File: config.mk
export PLATFORM = sky130hd
export DESIGN_NAME = pad_retention_ctrl
export DESIGN_NICKNAME = d
export VERILOG_FILES = /design/src/rtl/pad_ret_pkg.sv /design/src/rtl/pad_state_decode.sv /design/src/rtl/pad_ret_cell.sv /design/src/rtl/pad_in_sampler.sv /design/src/rtl/pad_retention_ctrl.sv
export SDC_FILE = /design/constraint.sdc
export NUM_CORES = 1
export LEC_CHECK = 0
export BUFFER_PORTS_ARGS = -buffer_cell sky130_fd_sc_hd__buf_4
export CAP_MARGIN = 20
export CORE_AREA = 3 3 92 94
export CTS_CLUSTER_SIZE = 16
export DETAILED_ROUTE_END_ITERATION = 8
export DIE_AREA = 0 0 95 97
export GPL_TIMING_DRIVEN = 0
export PLACE_DENSITY = 0.79
export SLEW_MARGIN = 20
export SYNTH_ARGS = -nofsm -noshare
export SYNTH_HDL_FRONTEND = slang
export SYNTH_SLANG_ARGS = --single-unit
File: constraint.sdc
create_clock -name clk -period 2 [get_ports clk]
set_clock_uncertainty 0.15 [all_clocks]
set_input_delay 0.3 -clock clk [delete_from_list [all_inputs] [get_ports clk]]
set_output_delay 0.3 -clock clk [all_outputs]
set_load 0.1 [all_outputs]
File: src/rtl/pad_ret_pkg.sv
package pad_ret_pkg;

  typedef enum logic [2:0] {
    PS_OFF   = 3'd0,
    PS_POR   = 3'd1,
    PS_DFLT  = 3'd2,
    PS_RUN   = 3'd3,
    PS_SLEEP = 3'd4
  } pwr_state_e;

  typedef enum logic [1:0] {
    PIN_DIG  = 2'd0,
    PIN_MIX  = 2'd1,
    PIN_WAKE = 2'd2
  } pin_class_e;

  typedef struct packed {
    logic off;
    logic por;
    logic dflt;
    logic run;
    logic sleep;
  } pwr_flags_t;

  typedef struct packed {
    logic oe;
    logic drv;
    logic ie;
    logic pe;
    logic pu;
  } pad_ctl_t;

  localparam pad_ctl_t CTL_OFF  = '{oe: 1'b0, drv: 1'b0, ie: 1'b0, pe: 1'b0, pu: 1'b0};
  localparam pad_ctl_t CTL_DFLT = '{oe: 1'b0, drv: 1'b0, ie: 1'b1, pe: 1'b1, pu: 1'b1};
  localparam pad_ctl_t CTL_WPOR = '{oe: 1'b0, drv: 1'b0, ie: 1'b0, pe: 1'b1, pu: 1'b1};

  function automatic pin_class_e pin_class_of(int idx, int n_dig, int n_mix);
    if (idx < n_dig) return PIN_DIG;
    if (idx < n_dig + n_mix) return PIN_MIX;
    return PIN_WAKE;
  endfunction

  // Controls implied by the programmed registers in an active state.
  function automatic pad_ctl_t fw_ctl(logic oe, logic val, logic pe, logic up);
    pad_ctl_t c;
    c.oe  = oe;
    c.drv = oe & val;
    c.ie  = ~oe;
    c.pe  = pe;
    c.pu  = pe & up;
    return c;
  endfunction

  // Final per-pin selection by power state and pin class.
  function automatic pad_ctl_t state_ctl(pin_class_e cls, pwr_flags_t f, logic an,
                                         pad_ctl_t live, pad_ctl_t held);
    pad_ctl_t c;
    c = CTL_OFF;
    if (f.por) begin
      c = (cls == PIN_WAKE) ? CTL_WPOR : CTL_OFF;
    end else if (f.dflt) begin
      c = (cls == PIN_MIX) ? CTL_OFF : CTL_DFLT;
    end else if (f.run) begin
      c = an ? CTL_OFF : live;
    end else if (f.sleep) begin
      if (an) c = CTL_OFF;
      else if (cls == PIN_WAKE) c = live;
      else c = held;
    end
    return c;
  endfunction

endpackage

File: src/rtl/pad_state_decode.sv
module pad_state_decode
  import pad_ret_pkg::*;
(
  input  logic [2:0] pwr_state,
  output pwr_flags_t flags
);

  always_comb begin
    flags = '0;
    case (pwr_state_e'(pwr_state))
      PS_POR:   flags.por   = 1'b1;
      PS_DFLT:  flags.dflt  = 1'b1;
      PS_RUN:   flags.run   = 1'b1;
      PS_SLEEP: flags.sleep = 1'b1;
      default:  flags.off   = 1'b1;
    endcase
  end

endmodule

File: src/rtl/pad_ret_cell.sv
module pad_ret_cell
  import pad_ret_pkg::*;
#(
  parameter pin_class_e CLASS = PIN_DIG
) (
  input  logic       clk,
  input  logic       rst_n,
  input  pwr_flags_t flags,
  input  logic       fw_oe,
  input  logic       fw_out,
  input  logic       fw_pe,
  input  logic       fw_pu,
  input  logic       analog,
  output pad_ctl_t   ctl,
  output logic       hold
);

  pad_ctl_t live;
  pad_ctl_t held_q;
  logic     an_eff;

  assign an_eff = (CLASS == PIN_MIX) && analog;
  assign live   = fw_ctl(fw_oe, fw_out, fw_pe, fw_pu);
  assign ctl    = state_ctl(CLASS, flags, an_eff, live, held_q);
  assign hold   = flags.sleep && (CLASS != PIN_WAKE);

  // Tracks the driven controls every cycle outside ultra-low-power and
  // freezes once that state is seen.
  always_ff @(posedge clk or negedge rst_n) begin
    if (!rst_n) begin
      held_q <= CTL_DFLT;
    end else if (!hold) begin
      held_q <= ctl;
    end
  end

endmodule

File: src/rtl/pad_in_sampler.sv
module pad_in_sampler #(
  parameter int N = 4
) (
  input  logic         clk,
  input  logic         rst_n,
  input  logic [N-1:0] pad_in,
  input  logic [N-1:0] pad_ie,
  output logic [N-1:0] rd_data
);

  always_ff @(posedge clk or negedge rst_n) begin
    if (!rst_n) begin
      rd_data <= '0;
    end else begin
      rd_data <= pad_in & pad_ie;
    end
  end

endmodule

File: src/rtl/pad_retention_ctrl.sv
module pad_retention_ctrl
  import pad_ret_pkg::*;
#(
  parameter int N_DIG = 8,
  parameter int N_MIX = 4
) (
  input  logic                   clk,
  input  logic                   rst_n,
  input  logic [2:0]             pwr_state,
  input  logic [N_DIG+N_MIX:0]   fw_oe,
  input  logic [N_DIG+N_MIX:0]   fw_out,
  input  logic [N_DIG+N_MIX:0]   fw_pull_en,
  input  logic [N_DIG+N_MIX:0]   fw_pull_up,
  input  logic [N_MIX-1:0]       fw_analog,
  input  logic [N_DIG+N_MIX:0]   pad_in,
  output logic [N_DIG+N_MIX:0]   pad_oe,
  output logic [N_DIG+N_MIX:0]   pad_drv,
  output logic [N_DIG+N_MIX:0]   pad_ie,
  output logic [N_DIG+N_MIX:0]   pad_pe,
  output logic [N_DIG+N_MIX:0]   pad_pu,
  output logic [N_DIG+N_MIX:0]   rd_data
);

  localparam int N_PIN = N_DIG + N_MIX + 1;

  pwr_flags_t       flags;
  pad_ctl_t         ctl_v  [N_PIN];
  logic [N_PIN-1:0] an_bit;
  logic [N_PIN-1:0] hold_v;
  logic             ret_active;

  pad_state_decode u_decode (
    .pwr_state (pwr_state),
    .flags     (flags)
  );

  for (genvar g = 0; g < N_PIN; g++) begin : g_pin
    localparam pin_class_e CLS = pin_class_of(g, N_DIG, N_MIX);

    if (CLS == PIN_MIX) begin : g_an
      assign an_bit[g] = fw_analog[g-N_DIG];
    end else begin : g_noan
      assign an_bit[g] = 1'b0;
    end

    pad_ret_cell #(.CLASS(CLS)) u_cell (
      .clk    (clk),
      .rst_n  (rst_n),
      .flags  (flags),
      .fw_oe  (fw_oe[g]),
      .fw_out (fw_out[g]),
      .fw_pe  (fw_pull_en[g]),
      .fw_pu  (fw_pull_up[g]),
      .analog (an_bit[g]),
      .ctl    (ctl_v[g]),
      .hold   (hold_v[g])
    );

    assign pad_oe[g]  = ctl_v[g].oe;
    assign pad_drv[g] = ctl_v[g].drv;
    assign pad_ie[g]  = ctl_v[g].ie;
    assign pad_pe[g]  = ctl_v[g].pe;
    assign pad_pu[g]  = ctl_v[g].pu;
  end

  // Named event for the checker: some pad is holding retained settings.
  assign ret_active = |hold_v;

  pad_in_sampler #(.N(N_PIN)) u_sampler (
    .clk     (clk),
    .rst_n   (rst_n),
    .pad_in  (pad_in),
    .pad_ie  (pad_ie),
    .rd_data (rd_data)
  );

endmodule

==> reports/results.txt, run 1 <==
Clk sinks - 73
Final layout net count - 597
Synth Cell Area - 0.003716 mm^2
PwrDens - 613.0 mW/mm^2
Setup CP Type - input pin to output port
Drt pass-1 iters - 5
Synth Net Count - 406
Worst-path clk slew - 0.08 ns
Slew Limit Fails - 0
Final Hold Fails - 0
CP Max Fanout - 7
Die Y - 97 um
F_max - 479.6 MHz
Worst-Skew Late Latency - 0.35 ns
Via/cell ratio - 6.256
CTS buffer count - 9
Worst setup EP type - output port
IO Port Bufs - 150
Final setup fails - 11
Tcrit/Tclk final - 1.043
Most common cell after layout, fill and taps aside - buf_4
DRC errors left - 0
Root buffer cell - clkbuf_8
CP arrival - 1.64 ns
Antenna violations before repair - 0
Layout area overhead - 85.39%
Violated checks - setup timing
Synth warn - 0
Slew HR - 0.3683
Core Rows - 32
Most frequent cells in the layout - buf_4 (112), buf_12 (50), a22o_1 (40)
Post-synth cell types - 35
H-tree levels - 3
Total Routed Length - 15.36 mm
Clk buf depth - 2
Mapped Avg Cell Area - 11.19 um^2
Initial Utilization - 0.4809
Final hold slack - 0.009865 ns
Max cap viols - 0
Gr usage total - 0.2892
Vias in the first global route - 3,981
Post-route ant nets - 0
Layout Utilization - 0.8915
Share of cells above drive strength 1 - 0.6572
Post-synthesis sequential area ratio - 0.5037
Gp weighted congestion - 0.8983
Total global routing overflow - 0
Total core area - 0.007727 mm^2
First-pass GRT wire length - 20.85 mm
I/O pin cnt - 152
Vias post-DR - 3,941
WP data required - 1.55 ns
Fillers - 322
Synthesis-stage register bit count - 73
Die width - 95 um
RSZ-0062 raised after global routing - true
Post-synthesis cell count - 332
Largest net degree at the start of global routing - 74
Startpoint types - input pin
Outcome - finished with violations
HPWL Detailed - 8.443 mm
Fin crit period - 2.085 ns
# diodes - 0
TritonCTS clock tree - done
Slew @ Worst Pin - 0.9476 ns
Post-route setup slack - -0.08502 ns
DIE AREA - 0.009215 mm^2
1st-iter DRT viols - 255
Wire length per cell - 24.39 um
Maximum vdd drop - 0.3241 mV
Worst min path class - input pin to flop
Static leakage - 0.003191 uW
[timing repair]
action,in CTS,in global routing
pin swaps,1,26
resized for setup,177,45
buffers inserted,8,13
endpoints found under the setup margin,65,65
cloned,2,3
hold buffers,5,0
endpoints found under the hold margin,41,0
[power by group]
part	switching [uW]	total [uW]	internal [uW]
Sequential	37.3	1590	1560
Combinational	902	1440	537
Clock	614	1190	577
[cells by family (layout without fill, tap and decap cells)]
group                  count (synthesis)  count (layout)  synth area share
XOR/XNOR                               1               1          0.002357
AND/OR/NAND/NOR                       89              89            0.1259
buffers and inverters                 34             230           0.06734
flip-flops                            73              73            0.5037
AO/OA/AOI/OAI                        135             135            0.3007
[cell usage after synthesis, drive strengths merged]
cell	instances	area, um^2
a21o	6	45.04
a21oi	8	40.04
a22o	73	639.4
a22oi	8	60.06
a2bb2oi	4	35.03
a31oi	8	50.05
a32o	18	180.2
and2	11	68.82
and2b	1	7.510
and3	6	37.54
and3b	1	8.760
buf	26	220.2
clkbuf	3	11.26
dfrtp	37	925.9
dfstp	36	945.9
inv	5	18.77
nand2	29	108.9
nand2b	8	50.05
nand3b	1	7.510
nor2	22	82.58
nor2b	1	6.260
nor3b	5	48.80
nor4b	4	41.29
o211ai	1	7.510
o21a	1	7.510
o21ai	3	15.01
o21bai	1	7.510
o31ai	4	30.03
xnor2	1	8.760
[registers in the layout (all words and copies together) (netlist names)]
| register | count |
|---|---|
| u_sampler.rd_data | 13 |
| g_pin.u_cell.held_q | 60 |
[worst max-delay path, cell delays in order]
cell     delay, ns
buf_8         0.10
buf_12        0.12
buf_4         0.14
nor4b_4       0.42
a21oi_1       0.22
nor2_4        0.14
buf_12        0.18
[cell type report]
cell class | instances | area [um^2] | share of cell area
plain buffers | 28 | 329.1 | 0.04777
clock buffers | 9 | 123.9 | 0.01798
clock inverters | 7 | 70.07 | 0.01017
inverters | 5 | 18.77 | 0.002724
multi-input cells | 225 | 2260 | 0.3280
flip-flops and latches | 73 | 1872 | 0.2717
well taps | 102 | 127.6 | 0.01853
repair buffers | 181 | 2088 | 0.3031
[final timing paths]
check | startpoint | to | slack (ns) | cells after the start
min in group asynchronous | rst_n | u_sampler.rd_data[2] | 0.51 | 2
worst max-delay path | pwr_state[1] | pad_oe[9] | -0.09 | 7
worst max register to register | g_pin[11].u_cell.held_q[2] | u_sampler.rd_data[11] | 0.84 | 2
max in group asynchronous | rst_n | g_pin[8].u_cell.held_q[4] | 0.59 | 2
worst min register to register | g_pin[10].u_cell.held_q[2] | g_pin[10].u_cell.held_q[2] | 0.34 | 2
worst min-delay path | pad_in[6] | u_sampler.rd_data[6] | 0.01 | 2
[routing by layer]
layer | track usage | vias to the layer above | wire length, um
met1 | 0.3608 | 2005 | 5886
met3 | 0.04899 | 46 | 1090
li1 | - | 1653 | -
met4 | 0.09656 | 0 | 433
met2 | 0.5005 | 237 | 7953
met5 | 0 | - | 0
[metrics by stage]
step	area (um^2)	setup WS, ns	total power (uW)	TNS [ns]	std cells
floorplan	4177	-0.1805	2417	-2.716	332
global placement	5430	-0.4992	2746	-20.51	584
detailed placement	5430	-0.4986	2762	-22.26	584
CTS	6492	-0.04346	4089	-0.6772	614
global route	6889	-0.1512	4349	-1.211	630
finish	6889	-0.08502	4223	-0.4121	630
No activity file was read; power rests on OpenSTA's default activity.
==> run 2, diff against run 1 <==
==> constraint.sdc (replaced) <==
create_clock -name clk -period 2 [get_ports clk]
set_clock_uncertainty 0.15 [all_clocks]
set_input_delay 0.3 -clock clk [delete_from_list [all_inputs] [get_ports clk]]
set_output_delay 0.3 -clock clk [all_outputs]
set_load 0.005 [all_outputs]
==> run 2 against run 1 <==
Effect of this change: the flow now finishes without violations; global-route usage shrank 4.9 points; core utilization shrank 18 points; sequential share of layout area grew 7.0 points; combinational power shrank 57%; final cell count shrank 1.1%; hold slack gained 0.0040 ns; setup slack gained 0.17 ns; total power shrank 17%; non-clock buffer count shrank 7; flip-flop and latch count is the same; critical path type unchanged; critical endpoint is now pad_oe[7].
==> reports/results.txt, run 2 (synthesized netlist as in run 1, its figures left out) <==
Outcome - completed
I/O pin cnt - 152 (unchanged)
H-tree levels - 3 (unchanged)
Layout area overhead - 47.47%
Wire length per cell - 17.96 um (-26%)
Startpoint types - input pin
TritonCTS clock tree - done
# diodes - 0 (unchanged)
Hold wc startpoint - pad_in[5]
Fillers - 595 (+85%)
Register with the most flip-flops - g_pin.u_cell.held_q
Vias in the first global route - 3,447 (-13%)
Dpl ws - -0.1888 ns (+0.3097 ns)
Worst reg-to-reg path cell count - 3 (+1)
Total global routing overflow - 0 (unchanged)
Worst Hold End - u_sampler.rd_data[5]
Root buffer cell - clkbuf_8
Drt pass-1 iters - 4 (-1)
Worst-Skew Late Latency - 0.34 ns (about the same)
Share of cells above drive strength 1 - 0.4722 (-0.1850)
Gr usage total - 0.2405 (-0.04870)
Clk sinks - 73 (unchanged)
Antenna violations before repair - 0 (unchanged)
Largest net degree at the start of global routing - 74 (unchanged)
Vias post-DR - 3,511 (-11%)
Most frequent cells in the layout - buf_4 (168), a22o_1 (73), dfrtp_1 (37)
Post-route setup TNS - 0 ns (+0.4121 ns)
Total Routed Length - 11.19 mm (-27%)
PwrDens - 636.9 mW/mm^2 (+3.9%)
Most common cell after layout, fill and taps aside - buf_4
First-pass GRT wire length - 17.38 mm (-17%)
Clk buf depth - 2 (unchanged)
WP data required - 1.55 ns (about the same)
Worst setup EP type - output port
Slew Limit Fails - 0 (unchanged)
Crit-path slowest cell - nor3b_4
Total design power - 3491 uW (-17%)
Die width - 95 um (unchanged)
HPWL Detailed - 7.926 mm (-6.1%)
Via/cell ratio - 5.636 (-9.9%)
Final hold slack - 0.01385 ns (+0.003986 ns)
IO Port Bufs - 150 (unchanged)
Post-route setup slack - 0.08962 ns (+0.1746 ns)
CP arrival - 1.46 ns (-0.18 ns)
Routed wl met3 - 874 um (-20%)
Total core area - 0.007727 mm^2 (unchanged)
Setup CP Type - input pin to output port
Slew @ Worst Pin - 0.9183 ns (-0.02934 ns)
Tcrit/Tclk final - 0.9552 (-0.08732)
CP max stage delay - 0.26 ns (-0.16 ns)
Final Hold Fails - 0 (unchanged)
Static leakage - 0.002738 uW (-14%)
CP Max Fanout - 10 (+3)
Highest Signal Layer - met4
WHS Path Cells - 2 (unchanged)
Slew HR - 0.3878 (+0.01956)
Gp weighted congestion - 0.8156 (-9.2%)
Reg2reg start - g_pin[9].u_cell.held_q[2]
Fin crit period - 1.910 ns (-0.1746 ns)
Post-Route M1 WL - 4.632 mm (-21%)
1st-iter DRT viols - 165 (-35%)
Final setup fails - 0 (-11)
CTS buffer count - 9 (unchanged)
Flip-flop count of the largest register after layout - 60 (unchanged)
Max cap viols - 0 (unchanged)
Top flop regs - g_pin.u_cell.held_q (60), u_sampler.rd_data (13)
Worst min path class - input pin to flop
Worst-path clk slew - 0.08 ns (about the same)
Multi-input logic area - 0.001628 mm^2 (-28%)
Die Y - 97 um (unchanged)
Final layout net count - 590 (-1.2%)
Maximum vdd drop - 0.4929 mV (+52%)
Initial Utilization - 0.4809 (unchanged)
DRC errors left - 0 (unchanged)
DIE AREA - 0.009215 mm^2 (unchanged)
F_max - 523.5 MHz (+9.1%)
Met2 wire len - 5.520 mm (-31%)
Worst reg2reg setup slack - 0.56 ns (-0.28 ns)
Core Rows - 32 (unchanged)
Crit path cell chain - buf_4 > buf_12 > nor3b_4 > buf_6 > buf_6 > a22o_1 > buf_4
Post-route ant nets - 0 (unchanged)
FF/Latch Area - 0.001872 mm^2 (unchanged)
R2r endpoint - g_pin[9].u_cell.held_q[2]
run 2: cell count changes in the layout (fill, tap and decap cells not counted), sizes merged:
cell | before | now
buf | 198 | 184
clkinvlp | 1 | 0
clkinv | 4 | 2
dlygate4sd3 | 5 | 14
bufinv | 1 | 2
run 2: area by class of cell:
cell class / instances / share of cell area
clock buffers: 11 / 0.02580
plain buffers: 28 / 0.04749
flip-flops and latches: 73 / 0.3416
clock inverters: 5 / 0.01438
multi-input cells: 225 / 0.2970
repair buffers: 174 / 0.2470
inverters: 5 / 0.003425
well taps: 102 / 0.02329
run 2: repair_timing:
action / CTS / global route
setup buffers: 2 / 8
gates resized for setup: 10 / 10
pin swaps: 1 / 1
endpoints found under the hold margin: 46 / 0
hold buffers: 14 / 0
endpoints found under the setup margin: 58 / 37
run 2: per-stage QoR:
stage / utilization / std cells / area, um^2
global route: 0.7092 / 623 / 5480
detailed placement: 0.6431 / 584 / 4970
global placement: 0.6431 / 584 / 4970
finish: 0.7092 / 623 / 5480
CTS: 0.6966 / 616 / 5383
floorplan: - / 332 / 3716
run 2: worst max path at each step:
stage,from,to,slack (ns),depth (start not counted)
2_1_floorplan,pwr_state[0],pad_drv[12],0.30,5
3_3_place_gp,pwr_state[2],pad_pe[1],-0.19,7
3_5_place_dp,pwr_state[2],pad_pe[1],-0.19,7
4_1_cts,pwr_state[2],pad_ie[11],0.01,6
5_1_grt,pwr_state[1],pad_oe[5],-0.006,7
6_report,pwr_state[1],pad_oe[7],0.09,7
run 2: per-layer routing:
metal / global-route usage / up-vias
met5: 0 / -
met4: 0.05105 / 0
met3: 0.06687 / 16
met2: 0.3980 / 147
met1: 0.3133 / 1715
li1: - / 1633
run 2: where the power goes:
| group | switching (uW) | leakage (uW) | internal (uW) | total (uW) |
|---|---|---|---|---|
| logic | 290 | 0.00174 | 334 | 624 |
| registers | 26.9 | 0.000882 | 1560 | 1580 |
| clock network | 547 | 0.000114 | 738 | 1280 |
run 2: worst max-delay path, delay by kind of cell:
family / cells / cell delay [ns]
buf+inv: 5 / 0.73
simple gates: 1 / 0.26
compound gates: 1 / 0.15
==> run 3, diff against run 2 <==
--- a/config.mk
+++ b/config.mk
@@ -7,12 +7,13 @@
 export LEC_CHECK = 0
 export BUFFER_PORTS_ARGS = -buffer_cell sky130_fd_sc_hd__buf_4
 export CAP_MARGIN = 20
-export CORE_AREA = 3 3 92 94
+export CORE_AREA = 3 3 76 114
 export CTS_CLUSTER_SIZE = 16
 export DETAILED_ROUTE_END_ITERATION = 8
-export DIE_AREA = 0 0 95 97
+export DIE_AREA = 0 0 79 117
 export GPL_TIMING_DRIVEN = 0
-export PLACE_DENSITY = 0.79
+export PLACE_DENSITY = 0.78
+export SETUP_SLACK_MARGIN = 0.4
 export SLEW_MARGIN = 20
 export SYNTH_ARGS = -nofsm -noshare
 export SYNTH_HDL_FRONTEND = slang
==> run 3 against run 2 <==
Effect of this change: the flow now finishes with violations (setup timing); via count grew 24%; fmax shrank 5.0%; sequential share of layout area shrank 5.3 points; die area grew 0.30%; final cell count grew 5.1%; core utilization grew 13 points; global-route usage grew 8.5 points; flip-flop and latch count is the same; sequential power is essentially flat; clock-buffer cell count shrank 1; setup slack lost 0.10 ns; non-clock buffer count grew 32; critical endpoint is now pad_drv[12]; largest cell class is now buffers; highest routed layer unchanged.
==> reports/results.txt, run 3 (synthesized netlist as in run 1, its figures left out) <==
# diodes - 0 (unchanged)
CP Max Fanout - 6 (-4)
Crit-path slowest cell - nor3b_4
I/O pin cnt - 152 (unchanged)
PwrDens - 683.7 mW/mm^2 (+7.3%)
Critical Path Most Common Cell - buf_6
DRC errors left - 0 (unchanged)
Dpl cells - 584 (unchanged)
Fillers - 366 (-38%)
Maximum vdd drop - 0.5100 mV (+3.5%)
Violated checks - setup timing
1st-iter DRT viols - 463 (+180%)
Register with the most flip-flops - g_pin.u_cell.held_q
Via/cell ratio - 6.632 (+18%)
First-pass GRT wire length - 22.75 mm (+31%)
IO Port Bufs - 150 (unchanged)
Final layout net count - 622 (+5.4%)
WP data required - 1.55 ns (about the same)
Post-route ant nets - 0 (unchanged)
Tcrit/Tclk final - 1.006 (+0.05056)
Most common cell after layout, fill and taps aside - buf_4
Final Hold Fails - 0 (unchanged)
Total core area - 0.007710 mm^2 (-0.23%)
CP max stage delay - 0.30 ns (+0.04 ns)
Static leakage - 0.003151 uW (+15%)
Buf/Inv on CP - 5 (unchanged)
Slew Limit Fails - 0 (unchanged)
HPWL Detailed - 8.460 mm (+6.7%)
Clk buf depth - 2 (unchanged)
Initial Utilization - 0.4820 (+0.001093)
Slew HR - 0.3682 (-0.01960)
Post-route setup slack - -0.01151 ns (-0.1011 ns)
Root buffer cell - clkbuf_16
Largest net degree at the start of global routing - 74 (unchanged)
Multi-input logic area - 0.001961 mm^2 (+20%)
Flip-flop count of the largest register after layout - 60 (unchanged)
F_max - 497.1 MHz (-5.0%)
Drt pass-1 iters - 9 (+5)
TritonCTS clock tree - done
Top flop regs - g_pin.u_cell.held_q (60), u_sampler.rd_data (13)
FF/Latch Area - 0.001872 mm^2 (unchanged)
Vias post-DR - 4,344 (+24%)
Worst min path class - input pin to flop
Outcome - finished with violations
Most frequent cells in the layout - buf_4 (178), a22o_1 (72), dfrtp_1 (37)
DIE AREA - 0.009243 mm^2 (+0.30%)
Max cap viols - 0 (unchanged)
Vias in the first global route - 4,256 (+23%)
Die Y - 117 um (+21%)
Total global routing overflow - 0 (unchanged)
Core Rows - 39 (+22%)
Layout area overhead - 74.68%
CTS buffer count - 9 (unchanged)
Fin crit period - 2.012 ns (+0.1011 ns)
Worst setup EP type - output port
Post-route setup TNS - -0.01278 ns (-0.01278 ns)
Share of cells above drive strength 1 - 0.5967 (+0.1246)
Final setup fails - 2 (+2)
RSZ-0062 raised after global routing - true
Wire length per cell - 26.33 um (+47%)
Clk sinks - 73 (unchanged)
Gr usage total - 0.3252 (+0.08472)
Setup CP Type - input pin to output port
Layout Utilization - 0.8419 (+0.1327)
Worst-Skew Late Latency - 0.34 ns (about the same)
Die width - 79 um (-17%)
H-tree levels - 3 (unchanged)
CP arrival - 1.56 ns (+0.10 ns)
Gp weighted congestion - 0.8042 (-1.4%)
Worst-path clk slew - 0.05 ns (-0.03 ns)
Slew @ Worst Pin - 0.9477 ns (+0.02939 ns)
Antenna violations before repair - 0 (unchanged)
Fin cells - 655 (+5.1%)
Startpoint types - input pin
Crit path cell chain - buf_8 > buf_12 > nor3b_4 > buf_6 > buf_6 > o21a_1 > and2_1 > buf_4
Total Routed Length - 17.24 mm (+54%)
Cell family with most CP delay - buffers and inverters
[run 3: changes by cell type in the layout (fill, tap and decap cells not counted), sizes merged]
| cell | change |
|---|---|
| bufinv | +2 |
| clkbuf | -1 |
| buf | +44 |
| inv | -1 |
| dlygate4sd3 | -12 |
[run 3: area by class of cell]
cell class                      instances  area share
Sequential cell                        73      0.2884
Tap cell                              102     0.01966
Inverter                                5    0.002891
Multi-Input combinational cell        225      0.3020
Clock buffer                           10     0.03527
Clock inverter                          6     0.02005
Buffer                                 29     0.05821
Timing Repair Buffer                  205      0.2735
[run 3: layer usage]
layer	global-route usage	part of all wire
met3	0.06738	0.096
met2	0.5838	0.51
met4	0.1938	0.070
met5	0	0
met1	0.3503	0.33
[run 3: path summary, 6_finish.rpt]
kind	endpoint	from	slack, ns	cells past startpoint
max in group asynchronous	g_pin[11].u_cell.held_q[3]	rst_n	0.59	2
setup reg to reg	u_sampler.rd_data[8]	g_pin[8].u_cell.held_q[2]	0.46	6
hold / removal	u_sampler.rd_data[0]	pad_in[0]	0.02	2
setup / recovery	pad_drv[12]	pwr_state[1]	-0.01	8
hold reg to reg	g_pin[11].u_cell.held_q[2]	g_pin[11].u_cell.held_q[2]	0.36	2
min in group asynchronous	u_sampler.rd_data[8]	rst_n	0.48	2
[run 3: timing repair]
item | in CTS | in global routing
pin swaps | 37 | 30
gates cloned | 3 | 1
hold endpoints to repair | 37 | 0
setup endpoints to repair | 65 | 66
hold buffers | 2 | 0
buffers inserted | 42 | 7
resized for setup | 82 | 42
[run 3: stage by stage]
step	power (uW)	hold WS, ns	worst slack (ns)	area [um^2]
after detailed placement	2193	0.3176	-0.2169	4986
after CTS	4309	0.01234	0.1509	6215
after floorplan	1857	-0.1456	0.3193	3732
after global placement	2181	0.3085	-0.2659	4986
after global routing	4547	0.01742	-0.02770	6491
final	4438	0.01950	-0.01151	6491
[run 3: power breakdown]
| part | total, uW | switching, uW | internal [uW] |
|---|---|---|---|
| clock | 1990 | 652 | 1340 |
| sequential | 1590 | 35.3 | 1560 |
| combinational | 851 | 402 | 449 |
